===== src/rtl/scs_pkg.sv =====
package scs_pkg;

    // Sequencer states
    typedef enum logic [3:0] {
        ST_IDLE,
        ST_RAMP,
        ST_IO_WAIT,
        ST_CLK_WAIT,
        ST_RST_WAIT,
        ST_ACTIVE,
        ST_DN_RST,
        ST_DN_CLK,
        ST_DN_IO,
        ST_DN_VCC
    } seq_state_e;

    // Bit positions of the synchronized input vector
    localparam int IN_CMD   = 0;
    localparam int IN_RREQ  = 1;
    localparam int IN_VSEL  = 2;
    localparam int IN_PRES  = 3;
    localparam int IN_SUPF  = 4;
    localparam int IN_OVC   = 5;
    localparam int IN_VOK   = 6;
    localparam int IN_W     = 7;

endpackage


===== src/rtl/scs_sync.sv =====
module scs_sync #(
    parameter int             W    = 1,
    parameter logic [W-1:0]   INIT = '0
) (
    input  logic         clk,
    input  logic         rst_n,
    input  logic [W-1:0] d,
    output logic [W-1:0] q
);
    logic [W-1:0] s1_q, s2_q;

    always_ff @(posedge clk or negedge rst_n) begin
        if (!rst_n) begin
            s1_q <= INIT;
            s2_q <= INIT;
        end else begin
            s1_q <= d;
            s2_q <= s1_q;
        end
    end

    assign q = s2_q;
endmodule


===== src/rtl/scs_lockout.sv =====
module scs_lockout #(
    parameter int LOCK_TICKS = 15000
) (
    input  logic clk,
    input  logic rst_n,
    output logic ready
);
    localparam int CW = $clog2(LOCK_TICKS + 1);

    logic [CW-1:0] cnt_d, cnt_q;

    always_comb begin
        cnt_d = cnt_q;
        if (cnt_q != '0) cnt_d = cnt_q - 1'b1;
    end

    always_ff @(posedge clk or negedge rst_n) begin
        if (!rst_n) cnt_q <= CW'(LOCK_TICKS);
        else        cnt_q <= cnt_d;
    end

    assign ready = (cnt_q == '0);
endmodule


===== src/rtl/scs_seq_core.sv =====
module scs_seq_core
    import scs_pkg::*;
#(
    parameter int RAMP_TICKS   = 765,
    parameter int IO_TICKS     = 3,
    parameter int CLK_TICKS    = 1,
    parameter int DN_RST_TICKS = 1,
    parameter int DN_CLK_TICKS = 12,
    parameter int DN_IO_TICKS  = 1,
    parameter int DN_VCC_TICKS = 1
) (
    input  logic clk,
    input  logic rst_n,
    input  logic cmd_n_s,
    input  logic rreq_s,
    input  logic vsel_s,
    input  logic pres_s,
    input  logic supf_s,
    input  logic ovc_s,
    input  logic vok_s,
    input  logic lock_ready,
    output logic vcc_en,
    output logic vsel_out,
    output logic io_en,
    output logic clk_en,
    output logic card_rst,
    output logic irq_n
);
    localparam int TICK_SUM = RAMP_TICKS + IO_TICKS + CLK_TICKS + DN_RST_TICKS
                            + DN_CLK_TICKS + DN_IO_TICKS + DN_VCC_TICKS;
    localparam int CNT_W    = $clog2(TICK_SUM + 1);

    typedef struct packed {
        seq_state_e       st;
        logic [CNT_W-1:0] cnt;
        logic             vcc_en;
        logic             vsel;
        logic             io_en;
        logic             clk_en;
        logic             crst;
        logic             irq_n;
        logic             fault;
        logic             pend;
        logic             rst_hi;
        logic             cmd_prev;
    } core_t;

    core_t d, q;

    logic cmd_fell, last, in_run, post_chk, hw_fault;

    always_comb begin
        d        = q;
        cmd_fell = q.cmd_prev & ~cmd_n_s;
        last     = (q.cnt == '0);
        in_run   = (q.st == ST_RAMP) || (q.st == ST_IO_WAIT) || (q.st == ST_CLK_WAIT)
                || (q.st == ST_RST_WAIT) || (q.st == ST_ACTIVE);
        post_chk = in_run && (q.st != ST_RAMP);
        hw_fault = ovc_s | supf_s | ~pres_s | (post_chk & ~vok_s);

        d.cmd_prev = cmd_n_s;
        if (!last) d.cnt = q.cnt - 1'b1;

        unique case (q.st)
            ST_IDLE: begin
                d.pend = 1'b0;
                if (cmd_n_s) d.fault = 1'b0;
                if (!cmd_n_s && (cmd_fell || q.pend) && pres_s && !supf_s && lock_ready) begin
                    d.st     = ST_RAMP;
                    d.cnt    = CNT_W'(RAMP_TICKS - 1);
                    d.vcc_en = 1'b1;
                    d.vsel   = vsel_s;
                    d.rst_hi = rreq_s;
                    d.fault  = 1'b0;
                end
            end
            ST_RAMP: begin
                if (last) begin
                    if (!vok_s) begin
                        d.vcc_en = 1'b0;
                        d.fault  = 1'b1;
                        d.st     = ST_IDLE;
                    end else if (q.rst_hi) begin
                        d.io_en = 1'b1;
                        d.st    = ST_RST_WAIT;
                    end else begin
                        d.st  = ST_IO_WAIT;
                        d.cnt = CNT_W'(IO_TICKS - 1);
                    end
                end
            end
            ST_IO_WAIT: begin
                if (last) begin
                    d.io_en = 1'b1;
                    d.st    = ST_CLK_WAIT;
                    d.cnt   = CNT_W'(CLK_TICKS - 1);
                end
            end
            ST_CLK_WAIT: begin
                if (last) begin
                    d.clk_en = 1'b1;
                    d.crst   = rreq_s;
                    d.st     = ST_ACTIVE;
                end
            end
            ST_RST_WAIT: begin
                if (!rreq_s) begin
                    d.clk_en = 1'b1;
                    d.crst   = 1'b0;
                    d.st     = ST_ACTIVE;
                end
            end
            ST_ACTIVE: d.crst = rreq_s;
            ST_DN_RST: begin
                if (cmd_fell) d.pend = 1'b1;
                if (last) begin
                    d.crst = 1'b0;
                    d.st   = ST_DN_CLK;
                    d.cnt  = CNT_W'(DN_CLK_TICKS - 1);
                end
            end
            ST_DN_CLK: begin
                if (cmd_fell) d.pend = 1'b1;
                if (last) begin
                    d.clk_en = 1'b0;
                    d.st     = ST_DN_IO;
                    d.cnt    = CNT_W'(DN_IO_TICKS - 1);
                end
            end
            ST_DN_IO: begin
                if (cmd_fell) d.pend = 1'b1;
                if (last) begin
                    d.io_en = 1'b0;
                    d.st    = ST_DN_VCC;
                    d.cnt   = CNT_W'(DN_VCC_TICKS - 1);
                end
            end
            ST_DN_VCC: begin
                if (cmd_fell) d.pend = 1'b1;
                if (last) begin
                    d.vcc_en = 1'b0;
                    d.st     = ST_IDLE;
                end
            end
            default: d.st = ST_IDLE;
        endcase

        // Any stop request in a running session overrides the step above
        if (in_run && (cmd_n_s || hw_fault)) begin
            d        = q;
            d.cmd_prev = cmd_n_s;
            d.st     = ST_DN_RST;
            d.cnt    = CNT_W'(DN_RST_TICKS - 1);
            d.fault  = hw_fault;
            d.pend   = 1'b0;
        end

        d.irq_n = d.fault ? 1'b0 : ((d.st == ST_IDLE) ? pres_s : 1'b1);
    end

    always_ff @(posedge clk or negedge rst_n) begin
        if (!rst_n) begin
            q          <= '0;
            q.st       <= ST_IDLE;
            q.cmd_prev <= 1'b1;
        end else begin
            q <= d;
        end
    end

    assign vcc_en   = q.vcc_en;
    assign vsel_out = q.vsel;
    assign io_en    = q.io_en;
    assign clk_en   = q.clk_en;
    assign card_rst = q.crst;
    assign irq_n    = q.irq_n;


    rst_needs_clk_chk: assert property (@(posedge clk) disable iff (!rst_n)
        q.crst |-> q.clk_en);

    clk_needs_io_chk: assert property (@(posedge clk) disable iff (!rst_n)
        q.clk_en |-> q.io_en);

    io_needs_vcc_chk: assert property (@(posedge clk) disable iff (!rst_n)
        q.io_en |-> q.vcc_en);

    vcc_off_last_chk: assert property (@(posedge clk) disable iff (!rst_n)
        $fell(q.vcc_en) |-> !q.io_en && !q.clk_en);

    clk_off_after_rst_chk: assert property (@(posedge clk) disable iff (!rst_n)
        $fell(q.clk_en) |-> !q.crst);

    vsel_held_chk: assert property (@(posedge clk) disable iff (!rst_n)
        (q.vcc_en && $past(q.vcc_en)) |-> $stable(q.vsel));
endmodule


===== src/rtl/card_power_seq.sv =====
module card_power_seq
    import scs_pkg::*;
#(
    parameter int LOCK_TICKS   = 15000,
    parameter int RAMP_TICKS   = 765,
    parameter int IO_TICKS     = 3,
    parameter int CLK_TICKS    = 1,
    parameter int DN_RST_TICKS = 1,
    parameter int DN_CLK_TICKS = 12,
    parameter int DN_IO_TICKS  = 1,
    parameter int DN_VCC_TICKS = 1
) (
    input  logic clk,
    input  logic rst_n,
    input  logic pwr_cmd_n,
    input  logic rst_req,
    input  logic volt_sel,
    input  logic card_present,
    input  logic supply_fault,
    input  logic over_current,
    input  logic vcc_good,
    output logic card_vcc_en,
    output logic card_vsel_5v,
    output logic card_io_en,
    output logic card_clk_en,
    output logic card_rst,
    output logic host_irq_n
);
    localparam logic [IN_W-1:0] SYNC_INIT = IN_W'(1) << IN_CMD;

    logic [IN_W-1:0] raw_in, syn_in;
    logic            lock_ready;

    assign raw_in = {vcc_good, over_current, supply_fault, card_present,
                     volt_sel, rst_req, pwr_cmd_n};

    scs_sync #(.W(IN_W), .INIT(SYNC_INIT)) u_sync (
        .clk   (clk),
        .rst_n (rst_n),
        .d     (raw_in),
        .q     (syn_in)
    );

    scs_lockout #(.LOCK_TICKS(LOCK_TICKS)) u_lock (
        .clk   (clk),
        .rst_n (rst_n),
        .ready (lock_ready)
    );

    scs_seq_core #(
        .RAMP_TICKS   (RAMP_TICKS),
        .IO_TICKS     (IO_TICKS),
        .CLK_TICKS    (CLK_TICKS),
        .DN_RST_TICKS (DN_RST_TICKS),
        .DN_CLK_TICKS (DN_CLK_TICKS),
        .DN_IO_TICKS  (DN_IO_TICKS),
        .DN_VCC_TICKS (DN_VCC_TICKS)
    ) u_core (
        .clk        (clk),
        .rst_n      (rst_n),
        .cmd_n_s    (syn_in[IN_CMD]),
        .rreq_s     (syn_in[IN_RREQ]),
        .vsel_s     (syn_in[IN_VSEL]),
        .pres_s     (syn_in[IN_PRES]),
        .supf_s     (syn_in[IN_SUPF]),
        .ovc_s      (syn_in[IN_OVC]),
        .vok_s      (syn_in[IN_VOK]),
        .lock_ready (lock_ready),
        .vcc_en     (card_vcc_en),
        .vsel_out   (card_vsel_5v),
        .io_en      (card_io_en),
        .clk_en     (card_clk_en),
        .card_rst   (card_rst),
        .irq_n      (host_irq_n)
    );


    lockout_no_vcc_chk: assert property (@(posedge clk) disable iff (!rst_n)
        !lock_ready |-> !card_vcc_en);
endmodule


===== config.mk =====
export PLATFORM = sky130hd
export DESIGN_NAME = card_power_seq
export DESIGN_NICKNAME = d
export VERILOG_FILES = /design/src/rtl/scs_pkg.sv /design/src/rtl/scs_sync.sv /design/src/rtl/scs_lockout.sv /design/src/rtl/scs_seq_core.sv /design/src/rtl/card_power_seq.sv
export SDC_FILE = /design/constraint.sdc
export NUM_CORES = 1
export LEC_CHECK = 0
export ABC_AREA = 1
export BUFFER_PORTS_ARGS = -buffer_cell sky130_fd_sc_hd__buf_2
export CAP_MARGIN = 40
export CORE_MARGIN = 3
export CORE_UTILIZATION = 40
export DETAILED_ROUTE_END_ITERATION = 10
export PLACE_DENSITY = 0.63
export SLEW_MARGIN = 5
export SYNTH_ARGS = -nofsm -noshare
export SYNTH_HDL_FRONTEND = slang
export SYNTH_HIERARCHICAL = 1
export SYNTH_SLANG_ARGS = --single-unit

===== constraint.sdc =====
create_clock -name clk -period 3.93 [get_ports clk]
set_input_delay 0.393 -clock clk [delete_from_list [all_inputs] [get_ports clk]]
set_output_delay 0.393 -clock clk [all_outputs]
set_load 0.03 [all_outputs]

==> impl_metrics.env <==
export IMPL_outcome="finished clean"
export IMPL_cp_data_required_time_ns=4.17
export IMPL_end_kind="flip-flop"
export IMPL_grt_overflow_total=0
export IMPL_muxShareOfSynthArea=0
export IMPL_antenna_found_initial=0
export IMPL_synth_warnings=6
export IMPL_cts_tree="built"
export IMPL_wl_per_cell_um=11.8
export IMPL_fin_tns_setup_ns=0
export IMPL_rsz0062_at_grt="no"
export IMPL_stdcell_area_um2=3160
export IMPL_async_reset_ff_frac=1.00
export IMPL_power_leakage_nw=1.69
export IMPL_reg2reg_slack_ns=1.58
export IMPL_synth_area_per_cell_um2=7.74
export IMPL_synth_compound_area_frac=0.0978
export IMPL_root_buffer="clkbuf_8"
export IMPL_fp_dieArea_um2=8310
export IMPL_place_congestion=0.918
export IMPL_period_needed_ns=2.35
export IMPL_drive_above_1_share=0.180
export IMPL_worstMarginPinSlew_ns=0.841
export IMPL_synth_top_cell_area_share=0.362
export IMPL_nFillCells=698
export IMPL_syn_nets=389
export IMPL_seq_area_frac_synth=0.453
export IMPL_cts_setup_buffers=0
export IMPL_drt_total_wl_um=5780
export IMPL_diodes=0
export IMPL_slew_headroom=0.438
export IMPL_grt_pass1_vias=2332
export IMPL_ys_seq_elements=52
export IMPL_timing_rr_start="u_lock/cnt_q[0]$_DFFE_PN0N_"
export IMPL_setup_slack_ns=1.58
export IMPL_arrival_ns=2.60
export IMPL_cts_buffers=5
export IMPL_chipHeight_um=91.2
export IMPL_start_kind="flip-flop"
export IMPL_syn_area_um2=2900
export IMPL_track_usage=0.151
export IMPL_maxCapViolCount=0
export IMPL_io_pins=15
export IMPL_syn_inst=375
export IMPL_rows=30
export IMPL_drc=0
export IMPL_synthFlopType="dfrtp_1"
export IMPL_vias=2369
export IMPL_crit_fanout=8
export IMPL_core_um2=6910
export IMPL_synth_area_top_cells="dfrtp_1 (36%), nand2_1 (10%), dfstp_2 (9.1%), inv_1 (8.0%), nor2_1 (6.2%)"
export IMPL_grt_max_degree=53
export IMPL_ctsHoldBuffers=0
export IMPL_clk_path_buf_depth=2
export IMPL_synth_top_family_by_area="simple AND/OR/NAND/NOR gates"
export IMPL_fin_worst_hold_slack_ns=0.173
export IMPL_synth_top_area_cell="dfrtp_1"
export IMPL_hp_class="input port to asynchronous set/reset pin"
export IMPL_firstDrtPassIters=4
export IMPL_synthAdderAreaFrac=0.0216
export IMPL_post_cts_resized=0
export IMPL_fin_skew_ns=0.00527
export IMPL_ant_nets=0
export IMPL_port_buffers=14
export IMPL_reg2reg_to="u_core/q[13]$_DFF_PN0_"
export IMPL_drt_first_iter_violations=131
export IMPL_syn2layout_area_growth_pct=8.84
export IMPL_max_clock_freq_ghz=0.425
export IMPL_clock_latency_ns=0.31
export IMPL_min_period_over_period=0.599
export IMPL_synth_edf_count=0
export IMPL_nets=407
export IMPL_netlist_top_cells_count="nand2_1 (81), inv_1 (62), nor2_1 (48)"
export IMPL_ys_types=37
export IMPL_path_class="flip-flop to flip-flop"
export IMPL_hold_viol=0
export IMPL_htree_num_levels=2
export IMPL_reg2reg_depth=14
export IMPL_clk_pin_slew_ns=0.10
export IMPL_vias_per_cell=4.83
export IMPL_powerDensity_nw_per_um2=598
export IMPL_yosysMostFrequentCell="nand2_1"
export IMPL_grt_pass1_wl_um=10300
export IMPL_pre_cts_slack_ns=1.60
export IMPL_post_dp_cell_area_um2=3070
export IMPL_finalSetupViolCount=0
export IMPL_synth_simple_gate_area_share=0.314
export IMPL_fp_dieW_um=91.2
export IMPL_power_w=0.00189
export IMPL_post_dp_hpwl_um=4310
export IMPL_start_util=0.420
export IMPL_peakVddDrop_v=0.000317
export IMPL_slew_violations=0
export IMPL_clock_sinks=52
export IMPL_synth_xor_area_frac=0.0151
[placed cells by master (no fill, tap or decap), drive strengths merged]
cell / Yosys / layout
a21boi: 2 / 2
a21oi: 14 / 14
a31oi: 2 / 2
buf: 4 / 15
clkbuf: 0 / 5
clkinv: 1 / 2
clkinvlp: 0 / 1
dfrtp: 42 / 42
dfstp: 10 / 10
ha: 5 / 5
inv: 66 / 67
nand2: 91 / 91
nand3: 23 / 23
nand3b: 1 / 1
nand4: 5 / 5
nor2: 63 / 63
nor3: 8 / 8
o211ai: 2 / 2
o21ai: 25 / 25
o21bai: 2 / 2
o22ai: 2 / 2
o31ai: 1 / 1
or2: 1 / 1
xnor2: 1 / 1
xor2: 4 / 4
[registers in the layout (all words and copies together) (netlist names)]
register,flops
u_core/card_rst,1
u_core/clk_en,1
u_core/io_en,1
u_core/irq_n,1
u_core/q,18
u_core/vcc_en,1
u_core/vsel_out,1
u_lock/cnt_q,14
u_sync/q,7
u_sync/s1_q,7
[cells by family after synthesis]
family	after synthesis
xor gates and xnor gates	5
AOI/OAI and AO/OA	50
buffers and inverters	71
DFF	52
and+or+nand+nor	192
adders and majority gates	5
[worst max path at each step]
stage                                   endpoint                        start  depth (start not counted)
after floorplan           u_core/q[13]$_DFF_PN0_  u_lock/cnt_q[0]$_DFFE_PN0N_                         14
after global placement    u_core/q[13]$_DFF_PN0_  u_lock/cnt_q[0]$_DFFE_PN0N_                         14
after detailed placement  u_core/q[13]$_DFF_PN0_  u_lock/cnt_q[0]$_DFFE_PN0N_                         14
after CTS                 u_core/q[13]$_DFF_PN0_  u_lock/cnt_q[0]$_DFFE_PN0N_                         14
after global routing      u_core/q[13]$_DFF_PN0_  u_lock/cnt_q[0]$_DFFE_PN0N_                         14
final                     u_core/q[13]$_DFF_PN0_  u_lock/cnt_q[0]$_DFFE_PN0N_                         14
[metrics by stage]
step / util / std cells
CTS: 0.457 / 490
global route: 0.457 / 490
finish: 0.457 / 490
detailed placement: 0.444 / 482
floorplan: - / 375
global placement: 0.444 / 482
[metal layers]
metal,wire length (µm),share of wire,GRT usage,vias up
met5,0,0,0,-
met4,73,0.013,0.0364,0
met3,259,0.045,0.0340,8
met2,2770,0.48,0.253,43
met1,2680,0.46,0.197,1113
li1,-,-,-,1205
[report_power, final]
group | total, W | internal [W] | leakage [nW] | switching (W)
Clock | 0.000309 | 0.000127 | 0.0445 | 0.000182
Combinational | 0.000868 | 0.000296 | 1.01 | 0.000572
Sequential | 0.000712 | 0.000635 | 0.633 | 0.0000773
[final cells by class]
type	count	area [µm²]	area share
well taps	96	120	0.0380
clock inverters	3	21.3	0.00673
multi-input cells	252	1300	0.412
clock buffers	5	68.8	0.0218
inverters	67	256	0.0812
repair buffers	15	77.6	0.0246
flip-flops and latches	52	1310	0.416
[worst max-delay path, stage by stage, from the launching register on]
cell and delay [ns]:
dfrtp_1 0.41, inv_1 0.09, ha_1 0.24, nand2_2 0.11, nor2_4 0.18, nand2_4 0.12
clkinv_4 0.10, nand2_1 0.05, nor2_1 0.09, nand2_1 0.10, nor2_1 0.30, inv_1 0.23
o21ai_0 0.12, nor2_1 0.06, nor2_1 0.07
No activity file was read; power rests on OpenSTA's default activity.
